--- config.mk ---
export PLATFORM = sky130hd
export DESIGN_NAME = vec_intc
export DESIGN_NICKNAME = d
export VERILOG_FILES = /design/src/rtl/vic_pkg.sv /design/src/rtl/vic_regs.sv /design/src/rtl/vic_prio.sv /design/src/rtl/vic_vec.sv /design/src/rtl/vec_intc.sv
export SDC_FILE = /design/constraint.sdc
export NUM_CORES = 1
export LEC_CHECK = 0
export ABC_AREA = 1
export BUFFER_PORTS_ARGS = -buffer_cell sky130_fd_sc_hd__clkbuf_2
export CAP_MARGIN = 30
export CORE_MARGIN = 10
export CORE_UTILIZATION = 45
export CTS_BUF_LIST = sky130_fd_sc_hd__clkbuf_16
export CTS_CLUSTER_SIZE = 12
export DETAILED_ROUTE_END_ITERATION = 12
export HOLD_SLACK_MARGIN = 0.1
export PLACE_DENSITY = 0.69
export REMOVE_ABC_BUFFERS = 1
export SYNTH_ARGS = -nofsm -noshare
export SYNTH_HDL_FRONTEND = slang
export SYNTH_SLANG_ARGS = --single-unit
--- constraint.sdc ---
create_clock -name clk -period 3.9 [get_ports clk]
set_clock_uncertainty 0.1 [all_clocks]
set_input_delay 0.195 -clock clk [delete_from_list [all_inputs] [get_ports clk]]
set_output_delay 0.195 -clock clk [all_outputs]
set_load 0.05 [all_outputs]
--- src/rtl/vic_pkg.sv ---
package vic_pkg;
  localparam logic [7:0] A_MODE0   = 8'h0C;
  localparam logic [7:0] A_MASK0   = 8'h18;
  localparam logic [7:0] A_IRQ_OFF = 8'h24;
  localparam logic [7:0] A_FIQ_OFF = 8'h28;
  localparam logic [7:0] A_IRQ_VEC = 8'h2C;
  localparam logic [7:0] A_FIQ_VEC = 8'h30;
  localparam logic [7:0] A_CTRL    = 8'h34;
  localparam int         MAP_WORDS = 3;

  localparam logic [31:0] IRQ_BASE = 32'h18;
  localparam logic [31:0] FIQ_BASE = 32'h1C;
  localparam logic [31:0] VEC_SKIP = 32'h20;

  typedef struct packed {
    logic        found;
    logic [31:0] off;
    logic [31:0] vec;
  } vic_result_t;
endpackage

--- src/rtl/vic_regs.sv ---
module vic_regs
  import vic_pkg::*;
#(
  parameter int NSRC = 40,
  parameter int AW   = 8
) (
  input  logic            clk,
  input  logic            rst,
  input  logic            wr_en,
  input  logic [AW-1:0]   addr,
  input  logic [31:0]     wdata,
  output logic [NSRC-1:0] mode_o,
  output logic [NSRC-1:0] mask_o,
  output logic            ven_o,
  output logic [31:0]     rd_o
);
  logic [NSRC-1:0] mode_q, mask_q;
  logic            ven_q;

  // Each source bit is written from its own word address.
  always_ff @(posedge clk) begin
    if (rst) begin
      mode_q <= '0;
      mask_q <= '0;
      ven_q  <= 1'b0;
    end else if (wr_en) begin
      for (int b = 0; b < NSRC; b++) begin
        if (addr == AW'(A_MODE0 + 8'(4 * (b / 32)))) mode_q[b] <= wdata[b[4:0]];
        if (addr == AW'(A_MASK0 + 8'(4 * (b / 32)))) mask_q[b] <= wdata[b[4:0]];
      end
      if (addr == AW'(A_CTRL)) ven_q <= wdata[0];
    end
  end

  always_comb begin
    rd_o = '0;
    for (int b = 0; b < NSRC; b++) begin
      if (addr == AW'(A_MODE0 + 8'(4 * (b / 32)))) rd_o[b[4:0]] = mode_q[b];
      if (addr == AW'(A_MASK0 + 8'(4 * (b / 32)))) rd_o[b[4:0]] = mask_q[b];
    end
    if (addr == AW'(A_CTRL)) rd_o[0] = ven_q;
  end

  assign mode_o = mode_q;
  assign mask_o = mask_q;
  assign ven_o  = ven_q;

  // state is clear on the first cycle out of reset
  a_r1_clear_after_reset: assert property (@(posedge clk) disable iff (rst)
    $past(rst) |-> (mask_q == '0 && mode_q == '0 && !ven_q));

  // a write to enable word 0 lands at the next edge
  a_r8_mask_write_lands: assert property (@(posedge clk) disable iff (rst)
    ($past(wr_en) && $past(addr) == AW'(A_MASK0)) |-> mask_q[0] == $past(wdata[0]));

  // no write strobe leaves the state unchanged
  a_r8_hold_without_write: assert property (@(posedge clk) disable iff (rst)
    !$past(wr_en) |-> ($stable(mask_q) && $stable(mode_q) && $stable(ven_q)));
endmodule

--- src/rtl/vic_prio.sv ---
module vic_prio #(
  parameter int N  = 40,
  parameter int IW = $clog2(N)
) (
  input  logic          clk,
  input  logic          rst,
  input  logic [N-1:0]  pend_i,
  output logic          found_o,
  output logic [IW-1:0] idx_o
);
  // Fixed priority: the lowest index wins.
  always_comb begin
    found_o = 1'b0;
    idx_o   = '0;
    for (int i = N - 1; i >= 0; i--) begin
      if (pend_i[i]) begin
        found_o = 1'b1;
        idx_o   = IW'(i);
      end
    end
  end

  // the winner is pending and no lower index is
  a_r4_lowest_wins: assert property (@(posedge clk) disable iff (rst)
    found_o |-> (pend_i[idx_o] && ((pend_i & ~({N{1'b1}} << idx_o)) == '0)));
endmodule

--- src/rtl/vic_vec.sv ---
module vic_vec
  import vic_pkg::*;
#(
  parameter int          IW   = 6,
  parameter logic [31:0] BASE = 32'h18
) (
  input  logic          found_i,
  input  logic [IW-1:0] idx_i,
  input  logic          ven_i,
  output vic_result_t   res_o
);
  logic [31:0] off;

  assign off = 32'(idx_i) << 2;

  always_comb begin
    res_o.found = found_i;
    res_o.off   = found_i ? off : '0;
    if (!found_i)   res_o.vec = '0;
    else if (ven_i) res_o.vec = BASE + VEC_SKIP + off;
    else            res_o.vec = BASE;
  end
endmodule

--- src/rtl/vec_intc.sv ---
module vec_intc
  import vic_pkg::*;
#(
  parameter int NSRC = 40,
  parameter int AW   = 8
) (
  input  logic            clk,
  input  logic            rst,
  input  logic [NSRC-1:0] req_i,
  input  logic            wr_en,
  input  logic [AW-1:0]   addr,
  input  logic [31:0]     wdata,
  output logic [31:0]     rdata,
  output logic            irq_o,
  output logic            fiq_o
);
  localparam int IW = (NSRC > 1) ? $clog2(NSRC) : 1;

  initial begin
    if (NSRC > 32 * MAP_WORDS) $error("NSRC exceeds register map");
  end

  logic [NSRC-1:0] mode, mask;
  logic            ven;
  logic [31:0]     reg_rd;
  logic [NSRC-1:0] pend [2];
  vic_result_t     res  [2];

  vic_regs #(.NSRC(NSRC), .AW(AW)) u_regs (
    .clk(clk), .rst(rst), .wr_en(wr_en), .addr(addr), .wdata(wdata),
    .mode_o(mode), .mask_o(mask), .ven_o(ven), .rd_o(reg_rd)
  );

  assign pend[0] = req_i & mask & ~mode;
  assign pend[1] = req_i & mask & mode;

  // One arbiter and vector builder per class: 0 = IRQ, 1 = FIQ.
  for (genvar c = 0; c < 2; c++) begin : g_class
    logic          found;
    logic [IW-1:0] idx;

    vic_prio #(.N(NSRC), .IW(IW)) u_prio (
      .clk(clk), .rst(rst), .pend_i(pend[c]), .found_o(found), .idx_o(idx)
    );

    vic_vec #(.IW(IW), .BASE((c == 0) ? IRQ_BASE : FIQ_BASE)) u_vec (
      .found_i(found), .idx_i(idx), .ven_i(ven), .res_o(res[c])
    );
  end

  assign irq_o = res[0].found;
  assign fiq_o = res[1].found;

  always_comb begin
    case (addr)
      AW'(A_IRQ_OFF): rdata = res[0].off;
      AW'(A_FIQ_OFF): rdata = res[1].off;
      AW'(A_IRQ_VEC): rdata = res[0].vec;
      AW'(A_FIQ_VEC): rdata = res[1].vec;
      default:        rdata = reg_rd;
    endcase
  end

  // an output rises only for an enabled, requesting source of its class
  a_r2_irq_needs_enable: assert property (@(posedge clk) disable iff (rst)
    irq_o |-> |(req_i & mask & ~mode));
  // the fast output is only driven by sources routed to it
  a_r3_fiq_from_class: assert property (@(posedge clk) disable iff (rst)
    fiq_o |-> |(req_i & mask & mode));
  // an idle class reads zero
  a_r5_idle_reads_zero: assert property (@(posedge clk) disable iff (rst)
    !irq_o |-> (res[0].off == '0 && res[0].vec == '0));
  // vectored dispatch layout for IRQ
  a_r6_irq_vec_layout: assert property (@(posedge clk) disable iff (rst)
    (irq_o && ven) |-> res[0].vec == IRQ_BASE + VEC_SKIP + res[0].off);
  // plain dispatch presents the FIQ base
  a_r7_fiq_base: assert property (@(posedge clk) disable iff (rst)
    (fiq_o && !ven) |-> res[1].vec == FIQ_BASE);
endmodule

-- Word-level counts from Yosys, hierarchy flattened
Cells that the tools add are included.
Widths: inputs -> output; s select.
- add/subtract/negate cells: 2
- equality and inequality tests: 9
- muxes and demuxes: 248
- bitwise gates (word level): 4
- reductions and logical operators: 5
- operator list (operator ; number):
    $mux 6 ; 80
    $mux 1 ; 161
    $mux 32 ; 4
    $pmux 32 s4 ; 1
    $and 40x40->40 ; 3
    $eq 8x6->1 const B ; 5
    $not 40->40 ; 1
    $eq 8x5->1 const B ; 3
    $add 6x8->9 const A ; 2
    $mux 8 ; 2
    $reduce_and 2->1 ; 5
    $eq 8x4->1 const B ; 1
- bits in registers: 81
- input port bits: 83

-- Logic depth before layout (Yosys ltp)
Gate-level depths: netlist (run 1).
- word-level depth: 46
- depth in mapped cells: 49

-- Modules after synthesis
A second synthesis (run 1) with hierarchy kept.
- cell total of the unflattened synthesis: 1528
- area total of the unflattened synthesis: 8509.4 um^2
- by module, submodules not included (module ; instances ; cells each ; area each (um^2) ; seq. area each (um^2)):
    vic_regs ; 1 ; 562 ; 3804.9 ; 1621.6
    vec_intc ; 1 ; 502 ; 2273.4 ; 0.0
    vic_prio ; 2 ; 136 ; 629.4 ; 0.0
    vic_vec at g_class[1].u_vec ; 1 ; 99 ; 604.3 ; 0.0
    vic_vec at g_class[0].u_vec ; 1 ; 93 ; 568.0 ; 0.0

-- Worst setup path after synthesis (run 1)
No wires, ideal clock.
- path type: register to output
- from: reg u_regs.mask_q[38], in the netlist u_regs.mask_o[38]
- to: out rdata[6]
- arrival time: 3.400 ns
- setup slack: 0.205 ns
- cell stages (with the launch flop): 48
- cell sequence: dfxtp_1 -> nand3_2 -> nand2_1 -> nand2_1 -> nand2_1 -> nand2_1 -> nand2_1 -> nand2_1 -> nand2_1 -> nand2_1 -> nand2_1 -> nand2_1 -> nand2_1 -> nand2_1 -> nand2_1 -> nand2_1 -> nand2_1 -> nand2_1 -> [12 not listed] -> nand2_1 -> nand2_1 -> nand2_1 -> nand2_1 -> nand2_1 -> nand2_1 -> nand2_1 -> nand2_1 -> nand2_1 -> nand2_2 -> nand2_2 -> ha_1 -> a21boi_0 -> nand3_1 -> nand4_1 -> nor3_1 -> nor3_1 -> nand3_1
- word-level cells in the longest chain between the ends: 45
- elaborated cells between the ends (all ways): 169
- classes of those cells: add/sub (2); mux (164); bitwise (3)
- ends and longest elaborated chain (element ; line ; RTL):
    from (decl) ; vic_regs.sv:17 ; logic [NSRC-1:0] mode_q, mask_q;
    from (signal, indexed assignment) ; vic_regs.sv:29 ; if (addr == AW'(A_MASK0 + 8'(4 * (b / 32)))) mask_q[b] <= wdata[b[4:0]];
    $and 40x40->40 ; vec_intc.sv:34, vec_intc.sv:35 ;
    $and 40x40->40, on equally long branches ; vec_intc.sv:35, vec_intc.sv:34 ;
    $mux 6 (39 in a row) ; vic_prio.sv:16 ; if (pend_i[i]) begin
    $add 6x8->9 ; vic_vec.sv:20 ; else if (ven_i) res_o.vec = BASE + VEC_SKIP + off;
    $mux 32 ; vic_vec.sv:20 ;
    $mux 32 ; vic_vec.sv:19 ; if (!found_i) res_o.vec = '0;
    $pmux 32 s4 * ; vec_intc.sv:55 ; case (addr)
    to (decl) ; vec_intc.sv:13 ; output logic [31:0] rdata,
Every way passes the cells marked *; elsewhere a longest branch is shown, timed or not.

-- Worst setup path in the final report (run 1)
- from: reg u_regs.mask_q[39], in the netlist u_regs.mask_o[39]
- to: out rdata[4]
- word-level cells in the longest chain between the ends: 46
- elaborated cells between the ends (all ways): 172
- classes of those cells: add/sub (2); mux (167); bitwise (3)
- ends and longest elaborated chain (element ; line):
    $and 40x40->40 * ; vec_intc.sv:34, vec_intc.sv:35
    $and 40x40->40, on equally long branches ; vec_intc.sv:35, vec_intc.sv:34
    $mux 6 (40 in a row) ; vic_prio.sv:16
    $add 6x8->9 ; vic_vec.sv:20
    $mux 32 ; vic_vec.sv:20
    $mux 32 ; vic_vec.sv:19
    $pmux 32 s4 * ; vec_intc.sv:55
Marks and branches as above.

==> results.yml, run 1 <==
status:
  status: "finished with violations"
  violations: "negative setup slack"
grt:
  antenna_found_initial: 0
  grt_pass1_vias: 5830
  grt_max_degree: 82
  grt_pass1_wl_um: 28200
  grt_overflow: 0
  grt_usage_pct: 21.2
detailed_routing:
  route.detailed.drc: 0
  avgViaCountPerCell: 5.32
  vias: 5998
  drt-total-wl_um: 17300
  wire_per_inst_um: 15.4
  ant_nets: 0
  first_iter_violations: 514
  drt_pass1_iterations: 5
critical_path:
  r2r_cells: 2
  reg2reg_from: "u_regs.ven_o"
  crit_family: "simple AND/OR/NAND/NOR gates"
  critical-path-max-stage-delay_ns: 0.33
  path_max_fanout: 2
  reg2reg_to: "u_regs.ven_o"
  cp.required_ns: 3.61
  endpoint_kind: "primary output"
  cp-start-kind: "register"
  critPathMostFrequentCell: "nand2_1"
  rrSetupSlack_ns: 2.79
  path_buf_inv: 1
  crit_slowest_cell: "dfxtp_2"
  path_class: "reg2out"
  cp.arrival_ns: 4.15
power_and_ir_drop:
  cellLeakagePower_nw: 3.16
  p_seq_share_pct: 45.7
  p_sw_uw: 432
  combinationalPowerShare_pct: 7.1
  p_total_mw: 1.82
  power_density_nw_per_um2: 269
  power.share.clock_pct: 47.2
  irDropWorstVdd_v: 0.000289
  p_int_mw: 1.38
  swShare_pct: 23.8
final_layout:
  fin_nets: 1068
  drive_gt1_share_pct: 19.4
  final_cell_mix: "167 x nand2_1, 142 x nor2_1, 115 x inv_1"
  num_antenna_cells: 0
  syn_to_final_growth_pct: 32.8
  mostFrequentLayoutCell: "nand2_1"
  fin_cells: 1128
  regArea_um2: 1630
  n_fill_cell: 1072
  multiInputGateArea_um2: 3010
placement:
  port_buffers: 116
  hpwl_um: 12700
  dp.cells: 1076
  gp_congestion: 0.917
  place_ws_ns: -0.108
timing:
  slew_headroom_pct: 40.6
  fin_crit_ns: 4.45
  fmax_mhz: 225
  slew_viol_final: 0
  hold_viol: 0
  final-setup-viol-count: 5
  min_period_over_period_pct: 114
  rsz0062_at_grt: "yes"
  hold_ws_ns: 0.191
  setup_slack_ns: -0.548
  tightest_slew_ns: 0.892
min_path:
  worstHoldPathType: "in2reg"
  hold_depth: 3
  hold_end: "u_regs.ven_o"
  worstHoldStart: "wr_en"
die:
  core_area_um2: 10900
  die_h_um: 126
  io_pins: 117
  die_w_um: 126
  initial_core_util_pct: 46.5
  num_rows: 38
  dieArea_um2: 16000
clocking:
  h-tree-depth: 3
  cts_tree: "built"
  insertion_delay_ns: 0.35
  root_buffer: "clkbuf_16"
  clkTransAtPathRegs_ns: 0.06
  cts_buffer_depth: 2
  cts_buffers: 9
  clock_sinks: 81
synth:
  syn_area_um2: 5090
  synth_area_per_cell_um2: 6.17
  synth_compound_area_share_pct: 20.8
  ys_seq_area_share_pct: 31.9
  synth_xor_area_share_pct: 0
  synth_adder_area_share_pct: 0.492
  synth_edf_count: 0
  synth_cell_types: 30
  synth_cells: 825
  muxShareOfSynthArea_pct: 0
  synth.yosys.warnings: 0
  synth_top_family_by_area: "simple AND/OR/NAND/NOR gates"
  synth_top_flop_cell: "dfxtp_1"
  synthSimpleGateAreaFrac_pct: 36.0
  ys_ff_latch: 81
  postSynth.asyncResetShare_pct: 0
run:
  cap_violations: 0
-- through the flow --
step / TNS (ns) / utilization (%) / cell area, um^2
finish: -1.40 / 61.8 / 6760
global route: -4.48 / 61.8 / 6760
CTS: -0.994 / 61.0 / 6670
detailed placement: -0.215 / 54.6 / 5970
global placement: -0.0905 / 54.2 / 5930
floorplan: 0 / - / 4970
-- worst min-delay path: stages --
cell and delay (ns):
clkbuf_2 0.20, nand2_1 0.13, a211oi_1 0.06
-- per-layer routing --
metal,GRT usage [%],wire (um),vias up
met1,27.0,7760,2663
met2,34.4,7970,213
li1,-,-,3091
met5,0,0,-
met4,6.23,362,0
met3,5.71,1250,31
-- logic make-up (layout without fill, tap and decap cells) --
kind of cell	after synthesis	in the layout
AND/OR/NAND/NOR	436	436
adder cells (fa/ha/maj)	2	2
buffers and inverters	147	310
flip-flops	81	81
AO/OA/AOI/OAI	159	159
-- state kept, by name, indices dropped and copies added, names as in the netlist --
| signal | count |
|---|---|
| u_regs.mask_o | 40 |
| u_regs.mode_o | 40 |
| u_regs.ven_o | 1 |
-- timing repair --
| item | in CTS | in global routing |
|---|---|---|
| hold buffers | 32 | 0 |
| setup endpoints to repair | 5 | 6 |
| hold endpoints to repair | 81 | 0 |
| pin swaps | 3 | 13 |
| cloned | 0 | 0 |
| gates resized for setup | 21 | 24 |
| setup buffers | 3 | 1 |
-- power groups by stage --
stage	Clock, mW	Sequential [mW]	Combinational (mW)
after floorplan	0	0.848	0.0210
after global placement	0	0.849	0.100
after detailed placement	0	0.849	0.100
after CTS	0.876	0.830	0.126
after global routing	0.913	0.830	0.140
final	0.858	0.830	0.128
-- worst max-delay path by stage --
stage / startpoint / endpoint / slack, ns / cells past startpoint
2_1_floorplan: u_regs.mask_o[38] / rdata[6] / 0.21 / 47
3_3_place_gp: u_regs.mode_o[39] / rdata[4] / -0.06 / 48
3_5_place_dp: u_regs.mode_o[39] / rdata[4] / -0.11 / 48
4_1_cts: u_regs.mask_o[39] / rdata[6] / -0.48 / 51
5_1_grt: u_regs.mask_o[39] / rdata[6] / -1.09 / 51
6_report: u_regs.mask_o[39] / rdata[4] / -0.55 / 48
-- synth_stat cells (2+ instances only) --
cell type | count | area share [%]
o21bai_1 | 3 | 0.44
a221oi_1 | 2 | 0.34
nand2_2 | 3 | 0.37
a211oi_1 | 71 | 10
nand2_1 | 172 | 13
nand3_1 | 92 | 9.0
clkbuf_1 | 30 | 2.2
o22ai_1 | 33 | 4.1
nand3_4 | 2 | 0.69
inv_1 | 115 | 8.5
o21ai_0 | 19 | 1.9
nand3b_1 | 2 | 0.29
dfxtp_1 | 81 | 32
a31oi_1 | 10 | 1.2
nor2_1 | 144 | 11
a21oi_1 | 16 | 1.6
nor3_1 | 14 | 1.4
nand4_1 | 3 | 0.37
ha_1 | 2 | 0.49
-- cell type report --
type,count,area share (%)
timing repair buffer,178,18.0
tap,140,2.59
clock buffer,9,3.33
sequential,81,24.0
inverter,116,6.44
multi-input combinational,597,44.6
clock inverter,7,1.02
Power figures use the tool's default switching activity.
==> run 2, diff against run 1 <==
- ABC_AREA: 1 -> 0
- PLACE_DENSITY: 0.69 -> 0.68
==> run 2 against run 1 <==
Compared with the run above: combinational power hardly changed; non-clock buffer count is 17 lower; area after synthesis is 6.3% higher; the flow now finishes without violations; sequential power hardly changed.
==> results.yml, run 2 <==
status:
  status: "finished clean"
die:
  num_rows: 39
  core_area_um2: 11600
  die_h_um: 130
  dieArea_um2: 16800
  io_pins: 117
  initial_core_util_pct: 46.6
  die_w_um: 130
critical_path:
  path_class: "reg2out"
  critical-path-max-stage-delay_ns: 0.56
  path_cells: "and3b_1, or4_4, or3_1, a211oi_2, inv_1, ha_1, xor2_1, a221oi_1, o211ai_1, clkbuf_2"
  crit_family: "simple AND/OR/NAND/NOR gates"
  cp.arrival_ns: 3.42
  endpoint_kind: "primary output"
  cp.required_ns: 3.61
  path_buf_inv: 2
  cp-start-kind: "register"
  crit_slowest_cell: "or4_4"
  path_max_fanout: 5
clocking:
  post_cts_buffers: 0
  insertion_delay_ns: 0.35
  cts_tree: "built"
  clock_sinks: 81
  h-tree-depth: 3
  clkTransAtPathRegs_ns: 0.06
  cts_buffer_depth: 2
  cts_buffers: 9
  root_buffer: "clkbuf_16"
detailed_routing:
  avgViaCountPerCell: 6.23
  drt-total-wl_um: 20900
  ant_nets: 0
  vias: 6495
  wire_per_inst_um: 20.0
  route.detailed.drc: 0
  first_iter_violations: 506
  drt_pass1_iterations: 5
timing:
  tightest_slew_ns: 0.846
  rsz0062_at_grt: "no"
  min_period_over_period_pct: 95.4
  setup_slack_ns: 0.180
  fmax_mhz: 269
  slew_viol_final: 0
  slew_headroom_pct: 43.4
  fin_crit_ns: 3.72
  final-setup-viol-count: 0
  hold_viol: 0
placement:
  gp_congestion: 0.923
  port_buffers: 116
  hpwl_um: 15600
  place_ws_ns: 0.475
final_layout:
  drive_gt1_share_pct: 17.8
  num_antenna_cells: 0
  mostFrequentLayoutCell: "nand2_1"
  fin_nets: 981
  final_cell_mix: "185 x nand2_1, 116 x clkbuf_2, 95 x a21oi_1"
  syn_to_final_growth_pct: 25.3
synth:
  synth_area_per_cell_um2: 7.14
  ys_seq_area_share_pct: 30.0
  yosysMostFrequentCell: "nand2_1"
  synth_common_cells: "185 x nand2_1, 95 x a21oi_1, 81 x dfxtp_1, 67 x nand3_1"
  synth_cells: 758
  synth_top_area_share_pct: 30.0
  synth_largest_area_cell: "dfxtp_1"
  synth_top_flop_cell: "dfxtp_1"
  postSynth.asyncResetShare_pct: 0
  synth_cell_types: 64
  syn_area_um2: 5410
  yosys-top-cells-area: "dfxtp_1 30%, nand2_1 13%, a21oi_1 8.8%"
  synth_edf_count: 0
  synth.yosys.warnings: 0
  ys_ff_latch: 81
grt:
  antenna_found_initial: 0
  grt_max_degree: 48
  grt_pass1_vias: 6320
  grt_overflow: 0
  grt_usage_pct: 24.4
  grt_pass1_wl_um: 32600
power_and_ir_drop:
  p_total_mw: 1.85
  cellLeakagePower_nw: 2.78
  power_density_nw_per_um2: 273
  irDropWorstVdd_v: 0.000219
run:
  cap_violations: 0
min_path:
  worstHoldPathType: "in2reg"
run 2: final timing paths:
kind	startpoint	end	slack, ns	cells past startpoint
max	u_regs.mode_o[16]	rdata[5]	0.18	10
min	addr[2]	u_regs.ven_o	0.18	4
max reg2reg	u_regs.ven_o	u_regs.ven_o	2.90	2
min reg2reg	u_regs.mode_o[22]	u_regs.mode_o[22]	0.38	2
run 2: repair_timing:
action                                 4_1_cts  5_1_grt
endpoints found under the hold margin       81        0
setup endpoints to repair                    0        2
hold buffers                                32        0
resized for setup                            0        1
run 2: kinds of logic after synthesis:
logic type / count (synthesis) / share of synthesized area [%]
AO/OA/AOI/OAI: 214 / 26.1
XOR/XNOR: 2 / 0.324
adder cells (fa/ha/maj): 2 / 0.463
buffers and inverters: 44 / 3.08
flip-flops: 81 / 30.0
multiplexers: 2 / 0.370
AND/OR/NAND/NOR: 413 / 39.6
run 2: worst register-to-register path: cells and delay by family (launching register included):
kind | cells | cell delay [ns]
and+or+nand+nor | 1 | 0.11
DFF | 1 | 0.58
muxes | 1 | 0.14
run 2: through the flow:
stage          cell area, um^2  TNS, ns  instances  utilization (%)  hold WS (ns)
2_1_floorplan             5280    -6.66        724                -         0.164
3_3_place_gp              6150        0        996             53.0         0.330
3_5_place_dp              6150        0        996             53.0         0.336
4_1_cts                   6770        0       1043             58.3         0.171
5_1_grt                   6780        0       1043             58.3         0.221
6_report                  6780        0       1043             58.3         0.181
run 2: metal layers:
layer	routed length, um	part of all wire [%]	up-vias	global-route usage, %
li1	-	-	3083	-
met1	8940	43	3065	30.6
met2	9650	46	303	39.6
met3	1780	8.5	44	5.83
met4	510	2.4	0	9.66
met5	0	0	-	0
run 2: layout make-up:
type | count | area (um^2)
clock buffer | 9 | 225
clock inverter | 6 | 76.3
fill | 1151 | 4840
inverter | 10 | 37.5
multi-input combinational | 633 | 3640
sequential | 81 | 1620
tap | 143 | 179
timing repair buffer | 161 | 998
run 2: power by group:
group | switching (mW) | internal (mW) | total, mW
combinational | 0.0697 | 0.0600 | 0.130
sequential | 0.00122 | 0.828 | 0.830
clock | 0.343 | 0.549 | 0.893
